==> src/rtl/wdt_guard_pkg.sv <==
package wdt_guard_pkg;

   localparam int unsigned SEL_W = 2;

   typedef struct packed {
      logic             hold;
      logic [SEL_W-1:0] sel;
      logic             ivl;
      logic             clr;
      logic [2:0]       isel;
   } wdt_ctl_t;

   localparam wdt_ctl_t CTL_RESET = '{hold: 1'b0, sel: '0, ivl: 1'b0, clr: 1'b0, isel: 3'd7};

   function automatic logic [4:0] tap_bits(input logic [2:0] code);
      case (code)
         3'd0:    tap_bits = 5'd6;
         3'd1:    tap_bits = 5'd9;
         3'd2:    tap_bits = 5'd13;
         3'd3:    tap_bits = 5'd15;
         3'd4:    tap_bits = 5'd19;
         3'd5:    tap_bits = 5'd23;
         3'd6:    tap_bits = 5'd27;
         default: tap_bits = 5'd31;
      endcase
   endfunction

endpackage

==> src/rtl/wdt_src_sync.sv <==
module wdt_src_sync #(
   parameter int unsigned STAGES    = 2,
   parameter bit          EDGE_RISE = 1'b1
) (
   input  logic clk,
   input  logic rst_n,
   input  logic async_in,
   output logic edge_o
);

   generate
      if (STAGES < 2) begin : g_bad_stages
         $error("wdt_src_sync: STAGES must be at least 2");
      end
   endgenerate

   logic [STAGES-1:0] sync_q;
   logic              last_q;

   always_ff @(posedge clk or negedge rst_n) begin
      if (!rst_n) begin
         sync_q <= '0;
         last_q <= 1'b0;
      end else begin
         sync_q <= {sync_q[STAGES-2:0], async_in};
         last_q <= sync_q[STAGES-1];
      end
   end

   generate
      if (EDGE_RISE) begin : g_rise
         assign edge_o = sync_q[STAGES-1] & ~last_q;
      end else begin : g_fall
         assign edge_o = ~sync_q[STAGES-1] & last_q;
      end
   endgenerate


   single_tick_chk: assert property (@(posedge clk) disable iff (!rst_n)
      edge_o |=> !edge_o);

endmodule

==> src/rtl/wdt_ctl_reg.sv <==
module wdt_ctl_reg
   import wdt_guard_pkg::*;
#(
   parameter int unsigned     KEY_W  = 8,
   parameter logic [KEY_W-1:0] WR_KEY = 8'h5A,
   parameter logic [KEY_W-1:0] RD_KEY = 8'h69
) (
   input  logic                 clk,
   input  logic                 rst_n,
   input  logic                 wr_en,
   input  logic [KEY_W+7:0]     wr_data,
   output wdt_ctl_t             ctl,
   output logic [KEY_W+7:0]     rd_data,
   output logic                 bad_wr,
   output logic                 clr_req
);

   wdt_ctl_t wr_fields;
   logic     good_wr;

   assign wr_fields = wdt_ctl_t'(wr_data[7:0]);
   assign good_wr   = wr_en && (wr_data[KEY_W+7:8] == WR_KEY);
   assign bad_wr    = wr_en && !good_wr;
   assign clr_req   = good_wr && (wr_fields.clr || (wr_fields.sel != ctl.sel));
   assign rd_data   = {RD_KEY, ctl};

   always_ff @(posedge clk or negedge rst_n) begin
      if (!rst_n) begin
         ctl <= CTL_RESET;
      end else if (good_wr) begin
         ctl     <= wr_fields;
         ctl.clr <= 1'b0;
      end
   end


   bad_key_keeps_chk: assert property (@(posedge clk) disable iff (!rst_n)
      bad_wr |=> $stable(ctl));


   clear_not_kept_chk: assert property (@(posedge clk) disable iff (!rst_n)
      (good_wr && wr_fields.clr) |=> (rd_data[3] == 1'b0));

endmodule

==> src/rtl/wdt_tick_counter.sv <==
module wdt_tick_counter
   import wdt_guard_pkg::*;
#(
   parameter int unsigned CNT_W = 32
) (
   input  logic       clk,
   input  logic       rst_n,
   input  logic       tick,
   input  logic       hold,
   input  logic       clear,
   input  logic [2:0] isel,
   output logic       expire
);

   generate
      if (CNT_W < 32) begin : g_bad_width
         $error("wdt_tick_counter: CNT_W must cover the 2^31 tap");
      end
   endgenerate

   logic [CNT_W-1:0] cnt;
   logic [CNT_W-1:0] mask;
   logic             step;

   assign mask   = ~({CNT_W{1'b1}} << tap_bits(isel));
   assign step   = tick && !hold && !clear;
   assign expire = step && ((cnt & mask) == mask);

   always_ff @(posedge clk or negedge rst_n) begin
      if (!rst_n)       cnt <= '0;
      else if (clear)   cnt <= '0;
      else if (expire)  cnt <= '0;
      else if (step)    cnt <= cnt + CNT_W'(1);
   end


   hold_freezes_chk: assert property (@(posedge clk) disable iff (!rst_n)
      (hold && !clear) |=> $stable(cnt));


   count_steps_chk: assert property (@(posedge clk) disable iff (!rst_n)
      (tick && !hold && !clear && !expire) |=> (cnt == $past(cnt) + CNT_W'(1)));

endmodule

==> src/rtl/wdt_guard.sv <==
module wdt_guard
   import wdt_guard_pkg::*;
#(
   parameter int unsigned      CNT_W       = 32,
   parameter int unsigned      KEY_W       = 8,
   parameter logic [KEY_W-1:0] WR_KEY      = 8'h5A,
   parameter logic [KEY_W-1:0] RD_KEY      = 8'h69,
   parameter int unsigned      SYNC_STAGES = 2,
   parameter bit               EDGE_RISE   = 1'b1,
   localparam int unsigned     NSRC        = 1 << SEL_W,
   localparam int unsigned     DW          = KEY_W + 8
) (
   input  logic          clk,
   input  logic          rst_n,
   input  logic          por_n,
   input  logic [NSRC-1:0] src_clk,
   input  logic          wr_en,
   input  logic [DW-1:0] wr_data,
   output logic [DW-1:0] rd_data,
   input  logic          rst_route,
   output logic          hard_rst_req,
   output logic          soft_rst_req,
   output logic          cause_flag,
   input  logic          cause_clr,
   output logic          irq_pend,
   input  logic          irq_ack
);

   generate
      if (KEY_W < 1) begin : g_bad_key
         $error("wdt_guard: KEY_W must be positive");
      end
   endgenerate

   wdt_ctl_t        ctl;
   logic            bad_wr;
   logic            clr_req;
   logic [NSRC-1:0] src_edge;
   logic            tick;
   logic            expire;
   logic            wd_fire;

   wdt_ctl_reg #(.KEY_W(KEY_W), .WR_KEY(WR_KEY), .RD_KEY(RD_KEY)) ctl_i (
      .clk, .rst_n, .wr_en, .wr_data,
      .ctl, .rd_data, .bad_wr, .clr_req
   );

   for (genvar s = 0; s < NSRC; s++) begin : g_src
      wdt_src_sync #(.STAGES(SYNC_STAGES), .EDGE_RISE(EDGE_RISE)) sync_i (
         .clk, .rst_n, .async_in(src_clk[s]), .edge_o(src_edge[s])
      );
   end

   assign tick = src_edge[ctl.sel];

   wdt_tick_counter #(.CNT_W(CNT_W)) cnt_i (
      .clk, .rst_n, .tick, .hold(ctl.hold), .clear(clr_req),
      .isel(ctl.isel), .expire
   );

   assign wd_fire = !ctl.ivl && (expire || bad_wr);

   always_ff @(posedge clk or negedge rst_n) begin
      if (!rst_n) begin
         hard_rst_req <= 1'b0;
         soft_rst_req <= 1'b0;
         irq_pend     <= 1'b0;
      end else begin
         hard_rst_req <= wd_fire && !rst_route;
         soft_rst_req <= wd_fire &&  rst_route;
         if (ctl.ivl && expire) irq_pend <= 1'b1;
         else if (irq_ack)      irq_pend <= 1'b0;
      end
   end

   always_ff @(posedge clk or negedge por_n) begin
      if (!por_n)         cause_flag <= 1'b0;
      else if (wd_fire)   cause_flag <= 1'b1;
      else if (cause_clr) cause_flag <= 1'b0;
   end


   one_route_chk: assert property (@(posedge clk) disable iff (!rst_n)
      !(hard_rst_req && soft_rst_req));


   cause_set_chk: assert property (@(posedge clk) disable iff (!por_n)
      (rst_n && wd_fire) |=> cause_flag);


   ivl_no_reset_chk: assert property (@(posedge clk) disable iff (!rst_n)
      ctl.ivl |=> !(hard_rst_req || soft_rst_req));


   irq_set_wins_chk: assert property (@(posedge clk) disable iff (!rst_n)
      (ctl.ivl && expire) |=> irq_pend);

endmodule

==> config.mk <==
export PLATFORM = sky130hd
export DESIGN_NAME = wdt_guard
export DESIGN_NICKNAME = d
export VERILOG_FILES = /design/src/rtl/wdt_guard_pkg.sv /design/src/rtl/wdt_src_sync.sv /design/src/rtl/wdt_ctl_reg.sv /design/src/rtl/wdt_tick_counter.sv /design/src/rtl/wdt_guard.sv
export SDC_FILE = /design/constraint.sdc
export NUM_CORES = 1
export LEC_CHECK = 0
export ABC_AREA = 1
export BUFFER_PORTS_ARGS = -buffer_cell sky130_fd_sc_hd__buf_2
export CAP_MARGIN = 20
export CORE_MARGIN = 2
export CORE_UTILIZATION = 58
export DETAILED_ROUTE_END_ITERATION = 7
export GPL_TIMING_DRIVEN = 0
export PLACE_DENSITY = 0.81
export SLEW_MARGIN = 25
export SYNTH_ARGS = -nofsm -noshare
export SYNTH_HDL_FRONTEND = slang
export SYNTH_SLANG_ARGS = --single-unit
==> constraint.sdc <==
create_clock -name clk -period 3.9 [get_ports clk]
set_clock_uncertainty 0.2 [all_clocks]
set_input_delay 0.585 -clock clk [delete_from_list [all_inputs] [get_ports clk]]
set_output_delay 0.585 -clock clk [all_outputs]
set_load 0.02 [all_outputs]
* Yosys cells after proc, flatten, opt, wreduce, memory -nomap -nowiden *
Cells that the tools add are included.

cells by class
  add/subtract/negate cells = 1
  $mul = 0
  divide/modulo/power cells = 0
  $lt $le $gt $ge = 1
  equal/unequal tests = 9
  shift-type cells = 1
  muxes and demuxes = 10
  bitwise logic cells = 10
  reduce and logical (&&, ||, !) cells = 21

operator list
  operator               count
  $mux 32                3
  $pmux 5 s7             1
  $add 32x1->32 const B  1
  $and 32x32->32         1
  $eq 32x32->1           1
  $not 32->32            1
  $shl 32x5->32 const A  1
  $logic_and 1x1->1      10
  $eq 3x3->1 const B     3
  $eq 8x7->1 const B     1
  $eq 3x2->1 const B     2
  $logic_not 1->1        5
  $mux 1                 5
  $and 1x1->1            4
  $not 1->1              4
  $reduce_bool 2->1      2
  $eq 3x1->1 const B     1
  $logic_not 3->1        1
  $lt 2x3->1 const B     1
  $reduce_bool 3->1      1
  $bmux 1 s2             1
  $logic_or 1x1->1       2
  $ne 2x2->1             1

storage, ports and cells
  bits in registers = 55
  latch bits = 0
  bits in writable memories = 0
  bits in read-only memories = 0
  input port bits = 27
  output and inout bits = 20
  word-level logic and storage cells = 70
  memories kept = 0

* Depth between registers and ports, before layout *
  depth after elaboration = 10
  gate-level depth with buffers = 11

* Hierarchy *
A second synthesis with hierarchy kept.

unflattened totals
  cells, all modules = 514
  area, all modules = 3455.8 um^2

modules (own cells, without submodules)
  module            instances  cells each  area each (um^2)  seq. area each (um^2)
  wdt_tick_counter  1          390         2342.2            775.7
  wdt_ctl_reg       1          78          561.8             178.9
  wdt_src_sync      4          5           85.1              75.1
  wdt_guard         1          26          211.5             100.1

* Least setup slack after synthesis *
No wires, ideal clock.

  path type = input port to flip-flop
  from = in wr_data[8]
  to = reg cnt_i.cnt[8]
  library setup time = 131 ps
  data arrival time = 1569 ps
  slack = 2000 ps
  cell stages on the path = 9
  path through = inv_1 nand2_1 nor2_1 nand3_2 nor2_4 nor2_8 nand2_4 buf_8 o22ai_2

on the way
  longest elaborated chain between the ends = 8
  elaborated cells between the ends (all ways) = 9

RTL lines
  what                   line                    text
  from (decl)            wdt_guard.sv:18         input logic [DW-1:0] wr_data,
  $eq 8x7->1 (*)         wdt_ctl_reg.sv:22       assign good_wr = wr_en && (wr_data[KEY_W+7:8] == WR_KEY);
  $logic_and 1x1->1 (*)  wdt_ctl_reg.sv:22
  $logic_and 1x1->1 (*)  wdt_ctl_reg.sv:24       assign clr_req = good_wr && (wr_fields.clr || (wr_fields.sel != ctl.sel));
  $logic_not 1->1        wdt_tick_counter.sv:26  assign step = tick && !hold && !clear;
  $logic_and 1x1->1      wdt_tick_counter.sv:26
  $logic_and 1x1->1      wdt_tick_counter.sv:27  assign expire = step && ((cnt & mask) == mask);
  $mux 32                wdt_tick_counter.sv:32  else if (expire) cnt <= '0;
  $mux 32                wdt_tick_counter.sv:31  else if (clear) cnt <= '0;
  to (signal assigned)   wdt_tick_counter.sv:33  else if (step) cnt <= cnt + CNT_W'(1);
  to (decl)              wdt_tick_counter.sv:21  logic [CNT_W-1:0] cnt;

Mark *: on every way between the ends. The rest lies on a longest branch, timed or not.
A chain may end at the register's enable or synchronous reset.

* Worst setup path after layout *
  from = reg cnt_i.cnt[0]
  to = reg cnt_i.cnt[18]

on the way
  longest elaborated chain between the ends = 5
  elaborated cells between the ends (all ways) = 8

RTL lines
  what
  branches (longest 5 deep; another with $add 32x1->32)

Parallel ways; which one is timed is not known. The select of a mux whose other input is x is not followed.

==> impl_summary.md <==
Layout
Counting the fill cells in the layout gives around 490. The utilization after layout is about two thirds. The number of antenna cells inserted is 0. The share of cells above drive strength 1 is 17.73%.

The top cell types in the final layout, fill and taps aside, are sky130_fd_sc_hd__nand2_1 (149), sky130_fd_sc_hd__inv_1 (57), sky130_fd_sc_hd__nor2_1 (55). The finished layout holds 574 standard cells, fillers aside. The area added between synthesis and finish is 12.43%. The cell area after layout is ~3700 um2. Leaving out fill and tap cells, the most frequent cell in the layout is sky130_fd_sc_hd__nand2_1. The net count of the finished layout is 530.

Routing
The total iterations of the first detailed-routing run is 5. In the routed layout, each cell is associated on average with a via count of roughly 5.3. The antenna violation net count after detailed routing is 0. The remaining design rule violation count is 0. The via count is 3,026. The sum of routed wire length over all layers is ~7.8 mm. The post-detailed-route wirelength per cell is between 10 and 15 um.

In this run, the number of DRC markers left after iteration 0 of detailed routing was between 200 and 300.

GRT
The pin count of the biggest net entering global routing is between 50 and 60. The first global-routing pass estimated approximately 13 mm of wire. The initial antenna violation count is 0. After global routing the overflow that remains totals 0. The global routing usage summed across all routing layers is a little over a quarter.

The number of global-route vias before repair is 2,862.

Placement
The setup slack at placement is 1.702 ns. The count of buffers from port buffering is 37. At the end of routability-driven placement, the weighted congestion stood at between 1 and 1.5. After legalization and detailed placement, the total HPWL measured 6.040 mm. Once placement finished, the instance area stood at 3595 um2.

Counting tap cells, the placed design contains a total of between 500 and 600 instances.

Power and ir drop
The combinational share of power is a little over a quarter. For this design the ratio of total power to cell area is 403.0 nW/um2. The sequential cell fraction of total power is 50.7%. Net switching is a little over a third of the power. The standby leakage power is around 1.8 nW. The total power after layout is around 1.5 mW.

Cell internal power was estimated by the tool at between 0.9 and 1 mW. VDD sags by at most between 0.2 and 0.3 mV. The net switching power figure is roughly 0.54 mW. The part of the total power dissipated in the clock network is 22.6%.

Timing
Setup repair after global routing left no endpoint under its margin. The worst path in the final design needs a cycle of around 2.3 ns, including I/O delays and setup. On the final layout, the worst hold slack is ~0.091 ns. For the pin with the worst max-slew slack, the measured transition is between 0.6 and 0.7 ns. Setup violations remaining at the end of the flow were counted as 0. The worst pin sits at a relative slew slack of between 50% and 60%. The setup TNS is 0 ns. The ratio of final minimum period to clock period is between 50% and 60%. The number of max-slew violations in the final report was 0. The maximum clock frequency is 0.4426 GHz. The final count of hold timing violations is 0.

Across all setup checks in the final design, the least slack found is roughly 1.6 ns.

Yosys
After synthesis the netlist holds a flip-flop and latch count of 54. The portion of the post-synthesis area used by sequential elements is 41.18%. Each instance of the synthesized netlist takes up on average about 7.3 um2. The netlist uses 33 different library cells. For this run, the number of Yosys warnings is 0. After technology mapping, the gate count stands at 449.

The cell area that synthesis handed to floorplanning was between 3000 and 4000 um2.

Die
The floorplan step set the die width to between 70 and 80 um. The count of standard-cell rows is 27. The core area is roughly 5500 um2.

For this design the top-level I/O count stands at 47. The starting density of the core is approximately three fifths. The die height is 79.32 um. The die covers 6292 um2.

Setup path
Along the worst path, the maximum fanout reaches 8. The kind of critical path is reg2reg. The sort of element at the start of the critical path is a register.

The worst setup path is captured at a register. Data on the critical path arrives at its endpoint at around 2.3 ns. The endpoint required time on the critical path is 3.91 ns.

Clocking
The clock tree buffer depth is 2. The clock-pin slew reported for the worst setup and hold paths after clock tree synthesis is about 0.10 ns. In this run the number of H-tree levels came out at 2. The number of sinks handled by clock tree synthesis is between 50 and 60. The number of buffers inserted during clock tree synthesis is 5. The source-to-sink clock delay at the later pin of the worst-skew pair is ~0.32 ns. TritonCTS built the clock tree.

The tree is rooted in a sky130_fd_sc_hd__clkbuf_8.

Run status
The run finished with clean final reports.

Min path
The class of the worst hold path is in2async.

Flow run
Max-cap violations in this run came to 0.
[synth_stat cells]
master	instances	area, um2
sky130_fd_sc_hd__buf_8	1	15.01
sky130_fd_sc_hd__nand2_4	1	11.26
sky130_fd_sc_hd__inv_1	57	214.0
sky130_fd_sc_hd__xnor2_1	3	26.28
sky130_fd_sc_hd__o22ai_2	10	125.1
sky130_fd_sc_hd__nor2_1	55	206.5
sky130_fd_sc_hd__o21ai_1	1	5.000
sky130_fd_sc_hd__nand3_1	31	155.2
sky130_fd_sc_hd__a21oi_1	1	5.000
sky130_fd_sc_hd__nor2_2	3	18.77
sky130_fd_sc_hd__o22ai_1	4	25.02
sky130_fd_sc_hd__ha_1	2	25.02
sky130_fd_sc_hd__nor3_1	3	15.01
sky130_fd_sc_hd__nand3_2	3	30.03
sky130_fd_sc_hd__nand3_4	1	17.52
sky130_fd_sc_hd__buf_2	1	5.000
sky130_fd_sc_hd__clkinv_1	1	3.750
sky130_fd_sc_hd__nor2_8	2	40.04
sky130_fd_sc_hd__dfstp_2	3	78.83
sky130_fd_sc_hd__nand2_1	149	559.3
sky130_fd_sc_hd__inv_4	2	12.51
sky130_fd_sc_hd__conb_1	2	7.510
sky130_fd_sc_hd__o21ai_0	18	90.09
sky130_fd_sc_hd__nand2_2	1	6.260
sky130_fd_sc_hd__dfrtp_1	51	1276
sky130_fd_sc_hd__o21bai_1	1	7.510
sky130_fd_sc_hd__nand4_1	16	100.1
sky130_fd_sc_hd__buf_4	11	82.58
sky130_fd_sc_hd__xor2_1	10	87.58
sky130_fd_sc_hd__buf_6	1	11.26
sky130_fd_sc_hd__nor2_4	1	11.26
sky130_fd_sc_hd__nor2b_2	1	8.760
sky130_fd_sc_hd__inv_2	2	7.510
[power by group through the flow]
stage               clock (mW)  sequential (mW)  combinational [mW]
floorplan                    0            0.739               0.304
global placement             0            0.756               0.376
detailed placement           0            0.763               0.395
CTS                      0.342            0.752               0.398
global route             0.361            0.769               0.446
finish                   0.337            0.755               0.399
[path summary, 6_finish.rpt]
check                                       endpoint  cells past startpoint  slack [ns]                       from
setup / recovery                       cnt_i.cnt[18]                      8        1.64               cnt_i.cnt[0]
hold / removal                          soft_rst_req                      1        0.09                      rst_n
setup reg to reg                       cnt_i.cnt[18]                      8        1.64               cnt_i.cnt[0]
hold reg to reg            g_src[2].sync_i.sync_q[1]                      0        0.16  g_src[2].sync_i.sync_q[0]
max in group asynchronous               cnt_i.cnt[5]                      1        2.96                      rst_n
min in group clk           g_src[3].sync_i.sync_q[0]                      1        0.16                 src_clk[3]
[per-layer routing]
layer  track usage, %  wire, um
met2            44.49      3634
met5                0         0
met3            4.773       572
met1            36.73      3408
met4            10.34       180
[registers in the layout, indices dropped and copies added (netlist names)]
| register | cells |
|---|---|
| cause_flag | 1 |
| cnt_i.cnt | 31 |
| ctl_i.ctl | 7 |
| g_src.sync_i.last_q | 4 |
| g_src.sync_i.sync_q | 8 |
| hard_rst_req | 1 |
| irq_pend | 1 |
| soft_rst_req | 1 |
[critical path, stage by stage, from the launching register on]
cell,delay [ns]
sky130_fd_sc_hd__dfrtp_1,0.51
sky130_fd_sc_hd__ha_1,0.29
sky130_fd_sc_hd__nand3_1,0.23
sky130_fd_sc_hd__nor2_1,0.33
sky130_fd_sc_hd__nand4_1,0.16
sky130_fd_sc_hd__nor2_1,0.19
sky130_fd_sc_hd__nand2_1,0.08
sky130_fd_sc_hd__nand2_1,0.09
sky130_fd_sc_hd__o22ai_2,0.08
[cell families (layout without fill, tap and decap cells)]
logic type               count (synthesis)  after routing  synth area share, %
AND/OR/NAND/NOR                        267            267                35.86
buffers and inverters                   76            122                10.68
flip-flops                              54             54                41.18
AO/OA/AOI/OAI                           35             35                7.832
XOR/XNOR                                13             13                3.460
adder cells (fa/ha/maj)                  2              2               0.7603
other                                    2              9               0.2282
[final cells by class]
class                      instances  area, um2  share of cell area (%)
inverter                          62      237.7                   6.425
timing repair buffer              38      197.7                   5.343
clock inverter                     3      26.28                  0.7102
clock buffer                       5      68.82                   1.860
tap                               72      90.09                   2.435
sequential                        54       1355                   36.62
buffer                            14      113.9                   3.077
multi-input combinational        326       1610                   43.52
[timing repair]
action	in CTS	in global routing
hold buffers	1	0
endpoints found under the hold margin	1	0
resized for setup	0	0
setup buffers	0	0
Power figures use the tool's default switching activity.
